==> src/rtl/ref_holdover_ctrl.sv <==
`timescale 1ns/1ps
module ref_holdover_ctrl #(
  parameter int CW         = 16,
  parameter int AVG_SHIFT  = 3,
  parameter int QUAL_TICKS = 4,
  parameter int ACQ1_TICKS = 3,
  parameter int ACQ2_TICKS = 4
) (
  input  logic          clk,
  input  logic          rst_n,
  input  logic          valid_a,
  input  logic          valid_b,
  input  logic          phase_big,
  input  logic          test_btn,
  input  logic          test_strap,
  input  logic          tick,
  input  logic [CW-1:0] corr_in,
  output logic [2:0]    state,
  output logic          sel_b,
  output logic          active,
  output logic [8:0]    leds,
  output logic [7:0]    disp,
  output logic [CW-1:0] corr_out
);
  localparam int MAXT1 = (QUAL_TICKS > ACQ1_TICKS) ? QUAL_TICKS : ACQ1_TICKS;
  localparam int MAXT  = (MAXT1 > ACQ2_TICKS) ? MAXT1 : ACQ2_TICKS;
  localparam int CNTW  = $clog2(MAXT + 1);
  localparam int AW    = CW + AVG_SHIFT + 1;

  typedef enum logic [2:0] {
    ST_FREE = 3'd0, ST_ACQ1 = 3'd1, ST_ACQ2 = 3'd2,
    ST_LOCK = 3'd3, ST_HOLD = 3'd4, ST_SOLO = 3'd5
  } st_t;

  st_t st, st_n;
  logic [CNTW-1:0] cnt, cnt_n;
  logic sel_q, sel_n, blink, htest, degr, btn_q;
  logic signed [AW-1:0] acc;

  wire trk    = (st == ST_ACQ1) || (st == ST_ACQ2) || (st == ST_LOCK);
  wire trk_n  = (st_n == ST_ACQ1) || (st_n == ST_ACQ2) || (st_n == ST_LOCK);
  wire any_ok = valid_a | valid_b;
  wire sel_ok = sel_q ? valid_b : valid_a;
  wire press  = test_btn & ~btn_q;
  wire signed [AW-1:0] cext = {{(AW-CW){corr_in[CW-1]}}, corr_in};

  always_comb begin
    st_n  = st;
    cnt_n = cnt;
    sel_n = sel_q;
    if (test_strap) begin
      st_n  = ST_SOLO;
      cnt_n = '0;
    end else begin
      case (st)
        ST_SOLO: begin st_n = ST_FREE; cnt_n = '0; end
        ST_FREE, ST_HOLD: begin
          if (press) begin
            st_n  = ST_FREE;
            cnt_n = '0;
          end else if (!any_ok) cnt_n = '0;
          else if (tick) begin
            if (cnt == CNTW'(QUAL_TICKS - 1)) begin
              st_n  = ST_ACQ1;
              cnt_n = '0;
              sel_n = !valid_a;
            end else cnt_n = cnt + 1'b1;
          end
        end
        ST_ACQ1: begin
          if (!sel_ok) begin st_n = ST_HOLD; cnt_n = '0; end
          else if (tick) begin
            if (cnt == CNTW'(ACQ1_TICKS - 1)) begin st_n = ST_ACQ2; cnt_n = '0; end
            else cnt_n = cnt + 1'b1;
          end
        end
        ST_ACQ2: begin
          if (!sel_ok) begin st_n = ST_HOLD; cnt_n = '0; end
          else if (phase_big) cnt_n = '0;
          else if (tick) begin
            if (cnt == CNTW'(ACQ2_TICKS - 1)) begin st_n = ST_LOCK; cnt_n = '0; end
            else cnt_n = cnt + 1'b1;
          end
        end
        ST_LOCK: begin
          if (!sel_ok) begin st_n = ST_HOLD; cnt_n = '0; end
          else if (phase_big) begin st_n = ST_ACQ2; cnt_n = '0; end
        end
        default: begin st_n = ST_FREE; cnt_n = '0; end
      endcase
    end
  end

  always_ff @(posedge clk or negedge rst_n) begin
    if (!rst_n) begin
      st    <= ST_FREE;
      cnt   <= '0;
      sel_q <= 1'b0;
      blink <= 1'b0;
      htest <= 1'b0;
      degr  <= 1'b0;
      btn_q <= 1'b0;
      acc   <= '0;
    end else begin
      st    <= st_n;
      cnt   <= cnt_n;
      sel_q <= sel_n;
      btn_q <= test_btn;
      blink <= trk ? (blink ^ tick) : 1'b0;
      htest <= trk_n && ((press && trk && sel_ok) || (htest && !tick));
      degr  <= (st_n == ST_ACQ2) && ((st == ST_LOCK) || degr);
      if (st == ST_LOCK && tick) acc <= acc + cext - (acc >>> AVG_SHIFT);
    end
  end

  assign state    = st;
  assign sel_b    = sel_q;
  assign active   = (st != ST_SOLO);
  assign corr_out = (st == ST_HOLD || htest) ? CW'(acc >>> AVG_SHIFT) :
                    trk ? corr_in : '0;
  assign leds = {degr, active, st == ST_FREE, st == ST_LOCK,
                 (st == ST_ACQ1) || (st == ST_ACQ2), (st == ST_HOLD) || htest,
                 trk & sel_q, trk & ~sel_q, st == ST_SOLO};

  always_comb begin
    case (st)
      ST_SOLO: disp = 8'h53;
      ST_FREE: disp = 8'h72;
      ST_HOLD: disp = 8'h68;
      default: begin
        if (htest)            disp = 8'h48;
        else if (blink)       disp = 8'h20;
        else if (st == ST_ACQ1) disp = 8'h2E;
        else if (phase_big)   disp = 8'h5F;
        else                  disp = 8'h5E;
      end
    endcase
  end

  assert_standalone_R2: assert property (@(posedge clk) disable iff (!rst_n)
    test_strap |=> (state == 3'd5 && leds == 9'h001));
  assert_loss_to_hold_R6: assert property (@(posedge clk) disable iff (!rst_n)
    (trk && !sel_ok && !test_strap) |=> (state == 3'd4));
  assert_button_restart_R8: assert property (@(posedge clk) disable iff (!rst_n)
    ((st == ST_FREE || st == ST_HOLD) && press && !test_strap) |=> (state == 3'd0 && cnt == '0));
  assert_avg_frozen_R9: assert property (@(posedge clk) disable iff (!rst_n)
    !(st == ST_LOCK && tick) |=> $stable(acc));
  assert_one_input_led_R12: assert property (@(posedge clk) disable iff (!rst_n)
    $onehot0(leds[2:1]));
  assert_hold_test_shown_R7: assert property (@(posedge clk) disable iff (!rst_n)
    (press && trk && sel_ok && !test_strap) |=> (leds[3] && disp == 8'h48));
endmodule

==> config.mk <==
export PLATFORM = sky130hd
export DESIGN_NAME = ref_holdover_ctrl
export DESIGN_NICKNAME = d
export VERILOG_FILES = /design/src/rtl/ref_holdover_ctrl.sv
export SDC_FILE = /design/constraint.sdc
export NUM_CORES = 1
export LEC_CHECK = 0
export BUFFER_PORTS_ARGS = -buffer_cell sky130_fd_sc_hd__buf_2
export CAP_MARGIN = 20
export CORE_ASPECT_RATIO = 1.1
export CORE_MARGIN = 5
export CORE_UTILIZATION = 52
export CTS_CLUSTER_DIAMETER = 60
export DETAILED_ROUTE_END_ITERATION = 8
export PLACE_DENSITY_LB_ADDON = 0.08
export SLEW_MARGIN = 20
export SYNTH_ARGS = -nofsm -noshare
export SYNTH_HDL_FRONTEND = slang
export SYNTH_SLANG_ARGS = --single-unit
==> constraint.sdc <==
create_clock -name clk -period 2.75 [get_ports clk]
set_input_delay 0.55 -clock clk [delete_from_list [all_inputs] [get_ports clk]]
set_output_delay 0.55 -clock clk [all_outputs]
set_load 0.1 [all_outputs]
## Word level (Yosys, flattened, before mapping)

Cells that the tools add are included.
Widths: inputs -> output; s select.

- Register bits after elaboration: 31
- Bits in latches: 0
- RAM bits: 0
- Memory bits (read-only): 0
- Bits of input ports: 24
- Output and inout bits: 38
- Logic and storage cells: 89
- Memories: 0

- Add/sub/neg operators: 3
- Multiply operators: 0
- Divide/modulo/power cells: 0
- $lt $le $gt $ge: 0
- Eq/ne operators: 13
- Shift operators: 0
- Multiplexer cells: 37
- Bitwise logic cells: 9
- Reduce and logical (&&, ||, !) cells: 19

Operators by type and width:

| cell | number |
|---|---|
| $mux 3 | 26 |
| $mux 16 | 2 |
| $pmux 3 s4 | 2 |
| $mux 7 | 3 |
| $pmux 7 s3 | 1 |
| $add 20x16->20 | 1 |
| $sub 20x17->20 | 1 |
| $eq 3x2->1 const B | 6 |
| $ne 4x4->1 const B | 2 |
| $logic_or 1x1->1 | 7 |
| $eq 3x1->1 const B | 2 |
| $eq 3x3->1 const B | 2 |
| $logic_and 1x1->1 | 6 |
| $reduce_and 6->1 | 1 |
| $not 1->1 | 4 |
| $add 3x1->3 const B | 1 |
| $and 1x1->1 | 3 |
| $logic_not 3->1 | 1 |
| $mux 1 | 3 |
| $ne 3x3->1 const B | 1 |
| $logic_not 1->1 | 2 |
| $reduce_and 2->1 | 1 |
| $reduce_or 2->1 | 1 |
| $or 1x1->1 | 1 |
| $xor 1x1->1 | 1 |

## Longest topological paths before layout

- Word-level depth: 11
- Mapped depth: 13

## Least setup slack after synthesis

No wires, ideal clock.

- Path kind: register to output
- Start: reg st[1] (netlist: state[1])
- End: out disp[1]
- Arrival time: 3865 ps
- Slack: -1665 ps
- Cell stages (with the launch flop): 5
- Cell sequence: dfrtp_1 -> clkbuf_1 -> clkbuf_1 -> nor2_1 -> o31ai_1

- Longest elaborated chain between the ends: 2

Ends and longest elaborated chain:

| element | line | source |
|---|---|---|
| start, declared | 35 | `st_t st, st_n;` |
| start signal, assigned | 105 | `st <= st_n;` |
| $eq 3x3->1 / $logic_not 3->1 (equally long branches) | 126 | `case (st)` |
| $pmux 7 s3 * | 126 |  |
| end, declared | 22 | `output logic [7:0] disp,` |

Every way passes the cells marked *; elsewhere a longest branch is shown, timed or not.

## Worst setup path after layout

- Start: reg acc[1]
- End: reg acc[9]

- Longest elaborated chain between the ends: 2

Ends and longest elaborated chain:

| element | line | source |
|---|---|---|
| start, declared | 38 | `logic signed [AW-1:0] acc;` |
| start signal, assigned | 112 | `if (st == ST_LOCK && tick) acc <= acc + cext - (acc >>> AVG_SHIFT);` |
| $add 20x16->20 | 112 |  |
| $sub 20x17->20 | 112 |  |

Every way passes these cells.
A chain may end at the register's enable or synchronous reset.

==> impl_results.html <==
<table>
<tr><th>Metric</th><th>Value</th></tr>
<tr><th colspan="2">Floorplan</th></tr>
<tr><td>Die ar.</td><td>approximately 8300 sq um</td></tr>
<tr><td>Row count</td><td>31</td></tr>
<tr><td>CORE AREA</td><td>6480 sq um</td></tr>
<tr><td>Height of the die</td><td>~95 um</td></tr>
<tr><td>Initial core utilization</td><td>0.526</td></tr>
<tr><td>Horizontal extent of the die</td><td>a little under 90 um</td></tr>
<tr><td>Number of I/O pins</td><td>62</td></tr>
<tr><th colspan="2">Layout</th></tr>
<tr><td>Fraction of layout cells with a size suffix above 1</td><td>0.405</td></tr>
<tr><td>Fill count</td><td>420</td></tr>
<tr><td>Count of nets after finishing</td><td>620</td></tr>
<tr><td>Design area</td><td>5110 sq um</td></tr>
<tr><td>Leading cell type in the layout, fill and taps excluded</td><td>buf_4</td></tr>
<tr><td>Highest-count cells in the layout ignoring fill and taps</td><td>buf_4 (81), inv_1 (77), buf_2 (41), nand2_1 (36), dfrtp_1 (27)</td></tr>
<tr><td>Ant diodes</td><td>0</td></tr>
<tr><td>Area added between synthesis and finish</td><td>49.9%</td></tr>
<tr><th colspan="2">Logic synthesis</th></tr>
<tr><td>Netlist area before placement</td><td>3410 sq um</td></tr>
<tr><td>Number of nets in the synthesized netlist</td><td>491</td></tr>
<tr><td>Post-Synth XOR/XNOR Area</td><td>0.0463</td></tr>
<tr><td>Simple-Gate Fraction of Synth Area</td><td>0.160</td></tr>
<tr><td>Proportion of register bits with asynchronous set or reset after synthesis</td><td>1.00</td></tr>
<tr><td>Seq/Total Area, Yosys</td><td>0.228</td></tr>
<tr><td>Combinational family with the most area after synthesis</td><td>compound AO/OA/AOI/OAI gates</td></tr>
<tr><td>Count of distinct cell types in the synthesized netlist</td><td>56</td></tr>
<tr><td>Number of synthesized flops with an enable pin</td><td>0</td></tr>
<tr><td>Post-Synth Adder-Cell Area</td><td>0.203</td></tr>
<tr><td>Post-synthesis compound-gate area fraction</td><td>0.223</td></tr>
<tr><td>Post-synthesis mux area share</td><td>0.0213</td></tr>
<tr><td>Yosys reg bits</td><td>31</td></tr>
<tr><td>Mean cell area of the mapped netlist</td><td>8.06 sq um</td></tr>
<tr><td>Synth warn</td><td>0</td></tr>
<tr><td>Ys flop type</td><td>dfrtp_1</td></tr>
<tr><td>Synthesized netlist cell count</td><td>423</td></tr>
<tr><th colspan="2">Critical path</th></tr>
<tr><td>Kind of capture point of the worst setup path</td><td>flip-flop</td></tr>
<tr><td>Reg-to-reg slack, setup</td><td>-0.10 ns</td></tr>
<tr><td>Worst setup path endpoint</td><td>acc[9]</td></tr>
<tr><td>Critical path origin</td><td>acc[1]</td></tr>
<tr><td>Worst r2r path cells</td><td>11</td></tr>
<tr><td>Category of the critical setup timing path</td><td>flip-flop to flip-flop</td></tr>
<tr><td>Startpoint of the lowest-slack register-to-register path</td><td>acc[1]</td></tr>
<tr><td>Largest fanout of any net on the critical path</td><td>3</td></tr>
<tr><td>Category of the worst setup path launch point</td><td>flip-flop</td></tr>
<tr><td>Arrival @ worst endpoint</td><td>3.03 ns</td></tr>
<tr><td>Worst flop-to-flop path endpoint</td><td>acc[9]</td></tr>
<tr><td>Data required, critical path</td><td>2.93 ns</td></tr>
<tr><th colspan="2">Drt</th></tr>
<tr><td>DRT Wirelength</td><td>10200 um</td></tr>
<tr><td>Total number of vias</td><td>between 3000 and 4000</td></tr>
<tr><td>Routed vias/inst</td><td>roughly 5.4</td></tr>
<tr><td>Detailed-router iteration count before antenna repair</td><td>4</td></tr>
<tr><td>Avg WL per Cell</td><td>16.1 um</td></tr>
<tr><td>Count of nets left with antenna violations after detail routing</td><td>0</td></tr>
<tr><td>Number of DRC violations after detailed-routing iteration 0</td><td>146</td></tr>
<tr><td>DRC violation count after routing</td><td>0</td></tr>
<tr><th colspan="2">Placement</th></tr>
<tr><td>Port Buffer Count</td><td>60</td></tr>
<tr><td>Placed Area</td><td>4660 sq um</td></tr>
<tr><td>HPWL Detailed</td><td>7550 um</td></tr>
<tr><td>Placer Congestion</td><td>a little under 0.9</td></tr>
<tr><th colspan="2">STA</th></tr>
<tr><td>Setup repair after global routing missed its margin</td><td>true</td></tr>
<tr><td>Final worst path period need</td><td>2.85 ns</td></tr>
<tr><td>Final count of hold timing violations</td><td>0</td></tr>
<tr><td>Pins Over Slew Limit</td><td>0</td></tr>
<tr><td>Actual transition at the worst max-transition pin</td><td>~0.74 ns</td></tr>
<tr><td>Setup slack after layout</td><td>-0.103 ns</td></tr>
<tr><td>Finish-stage setup viols</td><td>7</td></tr>
<tr><td>Remaining max-slew budget at the tightest pin</td><td>0.510</td></tr>
<tr><td>Period utilisation layout</td><td>1.04</td></tr>
<tr><td>Achievable clock frequency</td><td>approximately 350 MHz</td></tr>
<tr><td>Fin Hold WS</td><td>0.317 ns</td></tr>
<tr><td>Clock tree skew after final layout</td><td>0.00353 ns</td></tr>
<tr><th colspan="2">Clocking</th></tr>
<tr><td>Number of levels the H-tree was split into</td><td>2</td></tr>
<tr><td>CTS tree</td><td>done</td></tr>
<tr><td>Worst-skew pair later-pin latency</td><td>0.29 ns</td></tr>
<tr><td>Clock-pin slew reported for the worst setup and hold paths after clock tree synthesis</td><td>0.07 ns</td></tr>
<tr><td>Clock buffers created by TritonCTS</td><td>5</td></tr>
<tr><td>Total number of clock tree sinks</td><td>31</td></tr>
<tr><td>Root buffer cell</td><td>clkbuf_8</td></tr>
<tr><td>Count of hold-fix buffers inserted at cts</td><td>0</td></tr>
<tr><td>Longest Clk Path Bufs</td><td>2</td></tr>
<tr><th colspan="2">Global routing</th></tr>
<tr><td>GRT Overall Usage</td><td>0.254</td></tr>
<tr><td>Vias in the first global route</td><td>roughly 3600</td></tr>
<tr><td>First-pass GRT wire length</td><td>between 15000 and 20000 um</td></tr>
<tr><td>GRT Residual Overflow</td><td>0</td></tr>
<tr><td>Maximum number of pins on one net before global-route repair</td><td>32</td></tr>
<tr><td>Antenna violations before repair</td><td>0</td></tr>
<tr><th colspan="2">Run status</th></tr>
<tr><td>Status</td><td>complete, but fails checks</td></tr>
<tr><td>Violations in the final reports</td><td>setup timing</td></tr>
<tr><th colspan="2">Pwr</th></tr>
<tr><td>Power density over cell area</td><td>364 nW/um^2</td></tr>
<tr><td>Worst VDD drop</td><td>0.298 mV</td></tr>
<tr><td>Leakage power total</td><td>2.49 nW</td></tr>
<tr><th colspan="2">Min path</th></tr>
<tr><td>Worst hold-check path type</td><td>primary input to async pin</td></tr>
<tr><th colspan="2">Run</th></tr>
<tr><td>Number of max-cap violations</td><td>0</td></tr>
</table>
## flip-flops by register name, summed over array words and instances (netlist names)
name   count
htest      1
btn_q      1
degr       1
sel_b      1
state      3
blink      1
acc       20
cnt        3
## layer usage
layer | track usage | vias up | routed length (um)
li1 | - | 1671 | -
met4 | 0.0818 | 0 | 235
met2 | 0.484 | 94 | 5520
met1 | 0.293 | 1671 | 4000
met5 | 0 | - | 0
met3 | 0.0271 | 23 | 455
## per-stage QoR
stage	total power, mW	util	instances	setup slack (ns)	setup TNS [ns]
after floorplan	1.12	-	423	-0.558	-2.83
after global placement	1.38	0.720	610	-0.353	-3.46
after detailed placement	1.40	0.720	610	-0.425	-4.13
after CTS	1.82	0.765	631	-0.0681	-0.226
after global routing	1.95	0.789	635	-0.213	-1.28
final	1.86	0.789	635	-0.103	-0.369
## kinds of logic after synthesis
logic type      count (synthesis)
compound gates                106
buf+inv                       102
other cells                     1
mux                             7
flops                          31
fa+ha+maj                      44
simple gates                  114
xor+xnor                       18
## timing repair
item,CTS,global route
pin swaps,11,18
gates resized for setup,21,25
setup endpoints to repair,11,29
buffers inserted,13,5
endpoints found under the hold margin,0,0
## worst max-delay path, cell delays in order, from the launching register on
cell       delay, ns
dfrtp_1         0.37
inv_2           0.05
fa_1            0.57
inv_2           0.05
ha_4            0.21
a21oi_2         0.13
nor2b_1         0.08
a311o_2         0.44
a2111oi_4       0.40
buf_4           0.19
xor2_1          0.18
o21ai_1         0.08
## Yosys cell counts, types with 6 or more instances
master	n	area, sq um
inv_1	82	308
nand2_1	38	143
dfrtp_1	31	776
nor2_1	26	97.6
ha_1	25	313
fa_1	19	380
a21oi_1	18	90.1
a22o_1	16	140
o21ai_1	15	75.1
xnor2_1	12	105
clkbuf_1	11	41.3
nor3_1	10	50.1
o21ai_0	10	50.1
nor2b_1	9	56.3
nand3_1	7	35.0
buf_2	6	30.0
xor2_1	6	52.6
## worst min path at each step
stage            from       to  slack [ns]  depth (start not counted)
2_1_floorplan   rst_n   acc[0]        0.25                          0
3_3_place_gp   cnt[0]   cnt[0]        0.47                          1
3_5_place_dp   acc[2]   acc[2]        0.48                          2
4_1_cts         rst_n    sel_b        0.34                          1
5_1_grt         rst_n    sel_b        0.38                          1
6_report        rst_n  acc[18]        0.32                          1
## power by group
group / leakage (nW) / switching, mW / internal (mW)
clock network: 0.0402 / 0.200 / 0.176
registers: 0.414 / 0.0160 / 0.462
logic: 2.03 / 0.628 / 0.376
total: 2.49 / 0.844 / 1.01
## final cells by class
cell class              count  area [sq um]  area share
repair buffers            142          1190       0.233
inverters                  82           319      0.0625
multi-input cells         290          2620       0.513
clock buffers               5          68.8      0.0135
clock inverters             3          20.0     0.00392
well taps                  82           103      0.0201
flip-flops and latches     31           786       0.154
Note: power is estimated with default switching activity, not from simulation.
